$ cat src/rtl/iir_pkg.sv
package iir_pkg;

    localparam int DW   = 24;          // sample and coefficient width
    localparam int FRAC = DW - 1;      // fraction bits
    localparam int AW   = 2 * DW + 1;  // accumulator width (sum of two products)

    typedef logic signed [DW-1:0] sample_t;
    typedef logic signed [AW-1:0] acc_t;

    typedef enum logic [1:0] {
        ST_IDLE,
        ST_FB,
        ST_IN,
        ST_SAT
    } phase_e;

    typedef struct packed {
        sample_t a1;
        sample_t b0;
    } coef_t;

    localparam sample_t SAT_HI = {1'b0, {(DW-1){1'b1}}};
    localparam sample_t SAT_LO = {1'b1, {(DW-1){1'b0}}};

    // Take accumulator bits [2*DW-2 : FRAC], clamping when the dropped top
    // bits disagree with the slice sign.
    function automatic sample_t sat_slice(acc_t a);
        logic [AW-1-(2*DW-2):0] top;
        top = a[AW-1:2*DW-2];
        if (top == '0 || top == '1)
            return a[2*DW-2:FRAC];
        else if (a[AW-1])
            return SAT_LO;
        else
            return SAT_HI;
    endfunction

endpackage

$ cat src/rtl/iir_coef_bank.sv
module iir_coef_bank
    import iir_pkg::*;
#(
    parameter int      NWORDS  = 2,
    parameter sample_t A1_INIT = 24'sh733333,
    parameter sample_t B0_INIT = 24'sh0CCCCC,
    localparam int     SELW    = (NWORDS > 1) ? $clog2(NWORDS) : 1
) (
    input  logic            clk,
    input  logic            rst,
    input  logic            we,
    input  logic [SELW-1:0] sel,
    input  sample_t         wdata,
    output coef_t           coefs
);

    sample_t word_q [NWORDS];

    for (genvar g = 0; g < NWORDS; g++) begin : g_word
        localparam sample_t INIT = (g == 0) ? A1_INIT : B0_INIT;
        always_ff @(posedge clk) begin
            if (rst)
                word_q[g] <= INIT;
            else if (we && sel == SELW'(g))
                word_q[g] <= wdata;
        end
    end

    assign coefs.a1 = word_q[0];
    assign coefs.b0 = word_q[1];

endmodule

$ cat src/rtl/iir_ctrl.sv
module iir_ctrl
    import iir_pkg::*;
(
    input  logic   clk,
    input  logic   rst,
    input  logic   in_valid,
    output logic   in_ready,
    output logic   accept,
    output phase_e phase,
    output logic   out_valid
);

    phase_e phase_d;

    assign in_ready = (phase == ST_IDLE);
    assign accept   = in_valid && in_ready;

    always_comb begin
        unique case (phase)
            ST_IDLE: phase_d = accept ? ST_FB : ST_IDLE;
            ST_FB:   phase_d = ST_IN;
            ST_IN:   phase_d = ST_SAT;
            default: phase_d = ST_IDLE;
        endcase
    end

    always_ff @(posedge clk) begin
        if (rst) begin
            phase     <= ST_IDLE;
            out_valid <= 1'b0;
        end else begin
            phase     <= phase_d;
            out_valid <= (phase == ST_SAT);
        end
    end

    // result strobe lasts exactly one cycle
    a_r4_single_pulse: assert property (@(posedge clk) disable iff (rst)
        out_valid |=> !out_valid);

    // the filter is ready again when the strobe appears
    a_r4_ready_with_strobe: assert property (@(posedge clk) disable iff (rst)
        out_valid |-> in_ready);

endmodule

$ cat src/rtl/iir_mac.sv
module iir_mac
    import iir_pkg::*;
(
    input  logic    clk,
    input  logic    rst,
    input  phase_e  phase,
    input  sample_t fb_val,
    input  sample_t fb_coef,
    input  sample_t in_val,
    input  sample_t in_coef,
    output acc_t    acc
);

    sample_t op_a, op_b;
    acc_t    prod;

    // One shared multiplier: the feedback term first, then the input term.
    always_comb begin
        op_a = (phase == ST_FB) ? fb_val  : in_val;
        op_b = (phase == ST_FB) ? fb_coef : in_coef;
        prod = acc_t'(op_a) * acc_t'(op_b);
    end

    always_ff @(posedge clk) begin
        if (rst)
            acc <= '0;
        else begin
            unique case (phase)
                ST_FB:   acc <= prod;
                ST_IN:   acc <= acc + prod;
                default: acc <= acc;
            endcase
        end
    end

    // the accumulator does not move while the filter is idle
    a_r5_idle_hold: assert property (@(posedge clk) disable iff (rst)
        (phase == ST_IDLE) |=> $stable(acc));

endmodule

$ cat src/rtl/iir_q23_lowpass.sv
module iir_q23_lowpass
    import iir_pkg::*;
#(
    parameter logic [23:0] A1_INIT = 24'h733333,
    parameter logic [23:0] B0_INIT = 24'h0CCCCC
) (
    input  logic        clk,
    input  logic        rst,
    input  logic        clr,
    input  logic        in_valid,
    output logic        in_ready,
    input  logic [23:0] in_data,
    input  logic        coef_we,
    input  logic        coef_sel,
    input  logic [23:0] coef_wdata,
    output logic        out_valid,
    output logic [23:0] out_data
);

    phase_e  phase;
    logic    accept;
    coef_t   cf_live, cf_snap;
    sample_t x_q, y_prev, out_q, y_next;
    acc_t    acc;

    iir_coef_bank #(
        .NWORDS (2),
        .A1_INIT(sample_t'(A1_INIT)),
        .B0_INIT(sample_t'(B0_INIT))
    ) u_bank (
        .clk  (clk),
        .rst  (rst),
        .we   (coef_we),
        .sel  (coef_sel),
        .wdata(sample_t'(coef_wdata)),
        .coefs(cf_live)
    );

    iir_ctrl u_ctrl (
        .clk      (clk),
        .rst      (rst),
        .in_valid (in_valid),
        .in_ready (in_ready),
        .accept   (accept),
        .phase    (phase),
        .out_valid(out_valid)
    );

    iir_mac u_mac (
        .clk    (clk),
        .rst    (rst),
        .phase  (phase),
        .fb_val (y_prev),
        .fb_coef(cf_snap.a1),
        .in_val (x_q),
        .in_coef(cf_snap.b0),
        .acc    (acc)
    );

    assign y_next = sat_slice(acc);

    always_ff @(posedge clk) begin
        if (rst) begin
            x_q     <= '0;
            cf_snap <= '0;
            y_prev  <= '0;
            out_q   <= '0;
        end else begin
            if (accept) begin
                x_q     <= sample_t'(in_data);
                cf_snap <= cf_live;
            end
            if (phase == ST_SAT) begin
                out_q  <= y_next;
                y_prev <= y_next;
            end
            if (clr)
                y_prev <= '0;
        end
    end

    assign out_data = out_q;

    // an offer refused while busy leaves the captured sample alone
    a_r3_busy_offer_ignored: assert property (@(posedge clk) disable iff (rst)
        (in_valid && !in_ready) |=> $stable(x_q));

    // coefficients in use stay fixed for the whole computation
    a_r9_snapshot_stable: assert property (@(posedge clk) disable iff (rst)
        (phase != ST_IDLE && phase != ST_FB) |-> $stable(cf_snap));

    // clear zeroes the stored previous output
    a_r8_clear_zeroes: assert property (@(posedge clk) disable iff (rst)
        clr |=> (y_prev == '0));

    // saturation keeps the sign of the full-width sum
    a_r6_sign_kept: assert property (@(posedge clk) disable iff (rst)
        out_valid |-> (out_data[23] == acc[AW-1]));

    // the feedback register matches the shown result unless cleared
    a_r7_feedback_is_output: assert property (@(posedge clk) disable iff (rst)
        (out_valid && !$past(clr)) |-> (y_prev == out_q));

endmodule

$ cat config.mk
export PLATFORM = sky130hd
export DESIGN_NAME = iir_q23_lowpass
export DESIGN_NICKNAME = d
export VERILOG_FILES = /design/src/rtl/iir_pkg.sv /design/src/rtl/iir_coef_bank.sv /design/src/rtl/iir_ctrl.sv /design/src/rtl/iir_mac.sv /design/src/rtl/iir_q23_lowpass.sv
export SDC_FILE = /design/constraint.sdc
export NUM_CORES = 2
export LEC_CHECK = 0
export BUFFER_PORTS_ARGS = -buffer_cell sky130_fd_sc_hd__buf_4
export CAP_MARGIN = 10
export CORE_UTILIZATION = 35
export DETAILED_ROUTE_END_ITERATION = 10
export PLACE_DENSITY_LB_ADDON = 0.05
export SLEW_MARGIN = 0
export SYNTH_ARGS = -nofsm -noshare
export SYNTH_HDL_FRONTEND = slang
export SYNTH_HIERARCHICAL = 1
export SYNTH_SLANG_ARGS = --single-unit
$ cat constraint.sdc
create_clock -name clk -period 11.8 [get_ports clk]
set_input_delay 1.18 -clock clk [delete_from_list [all_inputs] [get_ports clk]]
set_output_delay 1.18 -clock clk [all_outputs]
set_load 0.01 [all_outputs]
==> Word-level counts from Yosys, hierarchy flattened <==
Memories as Yosys holds them, arrays and structs flattened. A register that Yosys moved wholly into a read port is not among the register bits.
Cells that the tools add are included.
{ "word_totals": {"input_bits": 54, "word_cells": 41, "mem_count": 1, "out_inout_bits": 26, "ram_bits": 48, "reg_bits": 124} }
{ "op_classes": {"n_bitwise": 3, "n_eq_ne": 4, "reduce_logical": 8, "mux": 17, "n_mul": 1, "add_sub_neg": 1} }
{ "mem_list": {"columns": ["memory", "depth", "word_bits", "read_ports", "rd_clocked_by_memory_dff", "wr", "line", "source"], "rows": [
  ["u_bank.word_q", 2, 24, 2, 2, 2, "iir_coef_bank.sv:17", "sample_t word_q [NWORDS];"]
]} }
{ "ops": {"columns": ["cell", "count"], "rows": [
  ["2-to-1 mux 24 bit", 6],
  ["case mux 49 bit (2 select lines)", 1],
  ["adder 49 bit", 1],
  ["multiplier 24 x 24 -> 48 bit", 1],
  ["2-to-1 mux 1 bit", 9],
  ["case mux 2 bit (3 select lines)", 1],
  ["== test 2 bit (second input constant)", 2],
  ["== test 3 bit (second input constant)", 1],
  ["logical AND 1 bit", 3],
  ["zero test 3 bit", 1],
  ["== test 2 x 1 -> 1 bit (second input constant)", 1],
  ["zero test 2 bit", 1],
  ["OR 1 bit", 2],
  ["nonzero test 2 bit", 1],
  ["OR reduction 2 bit", 1],
  ["logical OR 1 bit", 1],
  ["NOT 1 bit", 1]
]} }

==> Depth between registers and ports, before layout <==
{ "depth": {"word_depth": 6, "mapped_depth": 47, "mapped_depth_nobuf": 42} }

==> Cells and area by module <==
Netlist, hierarchy kept.
{ "by_module_without_submodules": {"columns": ["module", "cells_per_inst", "seq_area_each_um2", "area_each_um2", "instances"], "rows": [
  ["iir_mac", 3073, 980.9, 26404.1, 1],
  ["iir_q23_lowpass", 417, 2402.3, 4082.7, 1],
  ["iir_coef_bank", 107, 1441.4, 1845.5, 1],
  ["iir_ctrl", 13, 60.1, 130.1, 1]
]} }

==> Worst setup path before layout <==
Ideal clock, no wire load.
{ "synth_timing": {"path_kind": "reg-to-reg", "start": "register u_ctrl.phase[0]", "end": "register u_mac.acc[47]", "slack_ps": 1159, "setup_ps": 70, "path_buffers": 5, "arrival_ps": 10571, "required_time_ps": 11730, "synth_period_minus_slack_ps": 10641, "stages_incl_launch_ff": 45, "cell_sequence": "dfxtp_1 > ha_1 > clkbuf_1 > clkbuf_1 > clkbuf_1 > mux2i_1 > clkbuf_1 > nor2_1 > fa_1 > inv_1 > fa_1 > fa_1 > inv_1 > fa_1 > inv_1 > fa_1 > inv_1 > fa_1 > [9 not listed] > inv_1 > o21a_1 > o31a_1 > o31ai_1 > and2_1 > o311ai_0 > ha_1 > clkbuf_1 > a21o_1 > o21ai_0 > nand2_1 > a21o_1 > nor3_1 > a211oi_1 > a221oi_2 > o21ai_1 > mux2_2 > a21oi_1"} }
{ "synth_via": {"elab_chain_cells": 5, "word_cells_on_any_way": 8, "classes_between": "add/sub (1); mul (1); eq/ne (2); mux (3); reduce/logical (1)"} }
{ "synth_rtl": {"columns": ["item", "line", "source"], "rows": [
  ["from (decl)", "iir_ctrl.sv:9", "output phase_e phase,"],
  ["from (signal assigned)", "iir_ctrl.sv:32", "phase <= phase_d;"],
  ["== test 2 x 1 -> 1 bit", "iir_mac.sv:19, iir_mac.sv:20, iir_mac.sv:28", null],
  ["2-to-1 mux 24 bit, on equally long branches", "iir_mac.sv:19, iir_mac.sv:20", null],
  ["multiplier 24 x 24 -> 48 bit", "iir_mac.sv:21", "prod = acc_t'(op_a) * acc_t'(op_b);"],
  ["adder 49 bit", "iir_mac.sv:30", "ST_IN: acc <= acc + prod;"],
  ["case mux 49 bit (2 select lines)", "iir_mac.sv:28", "unique case (phase)"],
  ["to (signal assigned)", "iir_mac.sv:29", "ST_FB: acc <= prod;"],
  ["to (signal assigned)", "iir_mac.sv:30", null],
  ["to (decl)", "iir_mac.sv:11", "output acc_t acc"]
]} }
Parallel ways exist; a longest one is shown, timed or not.
A chain may end at the register's enable or synchronous reset.

==> Worst setup path in the final report <==
{ "layout_timing": {"start": "register u_ctrl.phase[0]", "end": "register u_mac.acc[48]"} }
The elaborated chain is that of the path after synthesis.

==> results by stage <==
Yosys:
- The async set-or-reset flop fraction in the synthesized netlist is 0%.
- The mean post-synth cell area is around 9.0 sq um.
- The mapped netlist covers roughly 32000 sq um.
- The number of distinct library cells after synthesis is slightly above 80.
- The number of enable-type register cells in the synthesized netlist is 48.
- In the synthesized netlist, the number of instances is 3610.
- The number of synthesis warnings is 6.
- The synthesized flop and latch total is 220.
- The sequential area share after synthesis is 15.0%.
- The synthesized net count is 4462.
- The flip-flop cell with the highest count after synthesis is sky130_fd_sc_hd__dfxtp_1.

Finish:
- The library cells used most frequently in the layout, excluding fill and tap cells, are sky130_fd_sc_hd__inv_1, sky130_fd_sc_hd__fa_1, sky130_fd_sc_hd__nor2_1.
- The post-route cell area is between 30000 and 40000 sq um.
- The share of post-route cells with drive strength above 1 is 8.73%.
- The final net count is 4482.
- The area growth from synthesis to final layout is 9.99%.
- After filler insertion, the fill cell instance count of the layout stands at 9419.
- The commonest non-fill, non-tap cell in the layout is sky130_fd_sc_hd__inv_1.

Worst setup path:
- The largest individual stage delay along the critical path comes from the cell sky130_fd_sc_hd__fa_1.
- The type of the worst setup path is reg -> reg.
- The critical path required time is between 10 and 15 ns.
- STA classifies the critical path startpoint as a flip-flop.
- In this run the worst path has a maximum fanout of 15.
- The largest single stage delay on the critical path is 0.57 ns.
- At the worst endpoint, the arrival time is 11.83 ns.
- The cell occurring most often along the worst timing path is sky130_fd_sc_hd__fa_1.
- The capturing element type of the critical path is a flip-flop.

CTS:
- The number of clock sinks is 220.
- The count of hold-fix buffers inserted at cts is 0.
- The number of clock buffers added by TritonCTS is 30.
- The clock insertion delay at the later pin of the skew report is approximately 0.62 ns.
- TritonCTS built the clock tree.
- The cell chosen for the clock root is sky130_fd_sc_hd__clkbuf_16.
- The clock passes through at most 3 buffers.
- After clock tree synthesis, the clock-pin slew on the worst setup and hold paths is 0.06 ns.
- CTS built an H-tree with a depth of 1.

Power and ir drop:
- The power density normalized to cell area is ~180 nW/um^2.
- VDD sags by at most 0.000109 V.
- Summed over all cells, the static leakage comes to 16.9 nW.

Floorplanning:
- Once the floorplan was initialized, standard cells occupied roughly 35% of the core.
- The die covers 94000 sq um.
- The die height is around 310 um.
- Pin placement for this block handled 80 I/O pins.
- The floorplan step defined a core boundary enclosing roughly 90000 sq um.
- Measured along the x axis, the die boundary spans 307 um.
- The floorplan row count is about 110.

STA:
- The worst path uses 95.8% of the clock period.
- At the pin with the least slew margin, the transition time is about 1.2 ns.
- Clock skew on the completed layout was measured at 0.0293 ns.
- Setup repair after global routing left no endpoint under its margin.
- The final sum of negative setup slack is 0 ns.
- The total setup violations reported at the end of the flow is 0.
- The final-report hold violation count is 0.
- The worst relative slew slack is 20.0%.
- The maximum operating frequency is 88.5 MHz.
- The post-route minimum period is roughly 11 ns.
- The number of pins with negative max-slew slack in the final report is 0.

Min path:
- The path class of the tightest hold or removal check is reg -> reg.

Place:
- In this run the tool buffered the top-level ports with between 70 and 80 buffer cells.
- The post-placement cell area is around 35000 sq um.
- The final RePlAce weighted congestion is 0.894.
- The post-detailed-placement half-perimeter wirelength is roughly 96000 um.

Detailed routing:
- After detailed routing, the number of vias per cell comes to slightly above 5.
- The remaining number of nets flagged by the antenna check after routing is 0.
- The average wire length per cell after detail routing is between 20 and 25 um.
- Across all layers, the routed design uses ~25k vias.
- The DRC violation total after the first TritonRoute iteration is about 1.7k.
- The number of design rule violations left after detail routing is 0.
- The total detailed-routing wirelength is between 100000 and 150000 um.
- The number of search-and-repair iterations in the first detailed-routing pass is 5.

Global route:
- The number of global-route vias before repair was approximately 27k.
- In the global route stage, overall resource usage came out at 24.9%.
- Entering global routing, the biggest net connects between 60 and 70 pins.
- After global routing the overflow that remains totals 0.
- The number of antenna violations at the first check in global routing is 4.
- The global-route wire length before repair is approximately 170000 um.

Flow run:
- Max-cap violations in this run came to 0.

Outcome:
- The flow ran to the end, and the final reports show no timing, DRC or antenna violations.
==> flip-flops by register name, indices dropped and copies added (netlist names) <==
register / count
u_mac/acc: 49
u_ctrl/phase: 2
u_ctrl/out_valid: 1
out_data: 24
cf_snap: 48
u_bank/word_q: 48
y_prev: 24
x_q: 24
==> critical path, delay by kind of cell, from the launching register on <==
family | cells | cell delay (ns)
adder cells (fa/ha/maj) | 10 | 4.85
flip-flops | 1 | 0.39
AO/OA/AOI/OAI | 14 | 3.31
AND/OR/NAND/NOR | 4 | 0.56
XOR/XNOR | 1 | 0.36
multiplexers | 2 | 0.80
buffers and inverters | 7 | 0.91
==> stage by stage <==
step           hold slack [ns]  instances  setup slack (ns)  util (%)  total power [mW]
2_1_floorplan            0.435       3610              1.16         -              4.12
3_3_place_gp             0.443       4840             0.587      37.7              5.61
3_5_place_dp             0.452       4840             0.498      37.7              5.61
4_1_cts                  0.467       4896             0.446      38.9              6.66
5_1_grt                  0.490       4897            0.0268      38.9              7.14
6_report                 0.461       4900             0.498      38.9              6.59
==> layer usage <==
layer	part of all wire, %	global-route usage [%]	vias up
li1	-	-	11300
met1	42	32.5	13000
met2	49	42.9	692
met3	5.2	3.00	143
met4	3.4	7.78	2
met5	0.011	0	-
==> synthesized netlist by cell type, types with 10 or more instances <==
cell type / number / area share [%]
sky130_fd_sc_hd__a211oi_1: 15 / 0.35
sky130_fd_sc_hd__a21o_1: 59 / 1.4
sky130_fd_sc_hd__a21oi_1: 135 / 2.1
sky130_fd_sc_hd__a221oi_1: 11 / 0.30
sky130_fd_sc_hd__a31oi_1: 13 / 0.25
sky130_fd_sc_hd__and2_1: 27 / 0.52
sky130_fd_sc_hd__and3_1: 13 / 0.25
sky130_fd_sc_hd__buf_2: 11 / 0.17
sky130_fd_sc_hd__clkbuf_1: 141 / 1.6
sky130_fd_sc_hd__dfxtp_1: 172 / 11
sky130_fd_sc_hd__edfxtp_1: 48 / 4.4
sky130_fd_sc_hd__fa_1: 608 / 37
sky130_fd_sc_hd__ha_1: 190 / 7.3
sky130_fd_sc_hd__inv_1: 642 / 7.4
sky130_fd_sc_hd__mux2_2: 47 / 1.6
sky130_fd_sc_hd__mux2i_1: 126 / 3.9
sky130_fd_sc_hd__nand2_1: 412 / 4.8
sky130_fd_sc_hd__nand2b_1: 34 / 0.66
sky130_fd_sc_hd__nand3_1: 30 / 0.46
sky130_fd_sc_hd__nand4_1: 11 / 0.21
sky130_fd_sc_hd__nor2_1: 473 / 5.5
sky130_fd_sc_hd__nor2b_1: 12 / 0.23
sky130_fd_sc_hd__nor3_1: 17 / 0.26
sky130_fd_sc_hd__o21a_1: 11 / 0.25
sky130_fd_sc_hd__o21ai_0: 87 / 1.3
sky130_fd_sc_hd__o21ai_1: 29 / 0.45
sky130_fd_sc_hd__o21bai_1: 10 / 0.23
sky130_fd_sc_hd__or2_2: 11 / 0.21
sky130_fd_sc_hd__xnor2_1: 59 / 1.6
sky130_fd_sc_hd__xor2_1: 27 / 0.73
==> cell type report <==
cell class	count	area, sq um	area share, %
diodes	3	7.51	0.0210
clock buffers	35	810	2.27
clock inverters	21	277	0.774
inverters	644	2420	6.77
multi-input cells	2580	24600	68.8
flip-flops and latches	220	4880	13.7
well taps	1243	1560	4.36
repair buffers	154	1190	3.33
==> cells by family (layout without fill, tap and decap cells) <==
kind of cell               Yosys count  after routing  share of synthesized area [%]
muxes                              173            173                           5.52
buffers and inverters              810            854                           9.51
DFF                                220            220                           15.0
other                                0              3                              0
adders and majority gates          798            798                           44.8
xor gates and xnor gates            86             86                           2.32
and+or+nand+nor                   1076           1076                           13.9
AOI/OAI and AO/OA                  447            447                           8.84
==> where the power goes <==
part	switching [mW]	total, mW	internal [mW]
sequential	0.107	0.999	0.891
clock	0.396	0.999	0.603
combinational	2.94	4.60	1.65
total	3.45	6.59	3.15
==> path summary, 6_finish.rpt <==
check / from / end / slack (ns) / cells after the start
worst max-delay path: u_ctrl/phase[0]$_SDFF_PP0_ / u_mac/acc[48]$_SDFFE_PP0P_ / 0.50 / 38
worst min-delay path: out_data[8]$_SDFFE_PP0N_ / out_data[8]$_SDFFE_PP0N_ / 0.46 / 2
worst max register to register: u_ctrl/phase[0]$_SDFF_PP0_ / u_mac/acc[48]$_SDFFE_PP0P_ / 0.50 / 38
worst min register to register: out_data[8]$_SDFFE_PP0N_ / out_data[8]$_SDFFE_PP0N_ / 0.46 / 2
==> what timing repair did <==
item / in CTS / in global routing
setup endpoints to repair: 0 / 1
gates resized for setup: 0 / 1
buffers inserted: 0 / 1
Power figures use the tool's default switching activity.
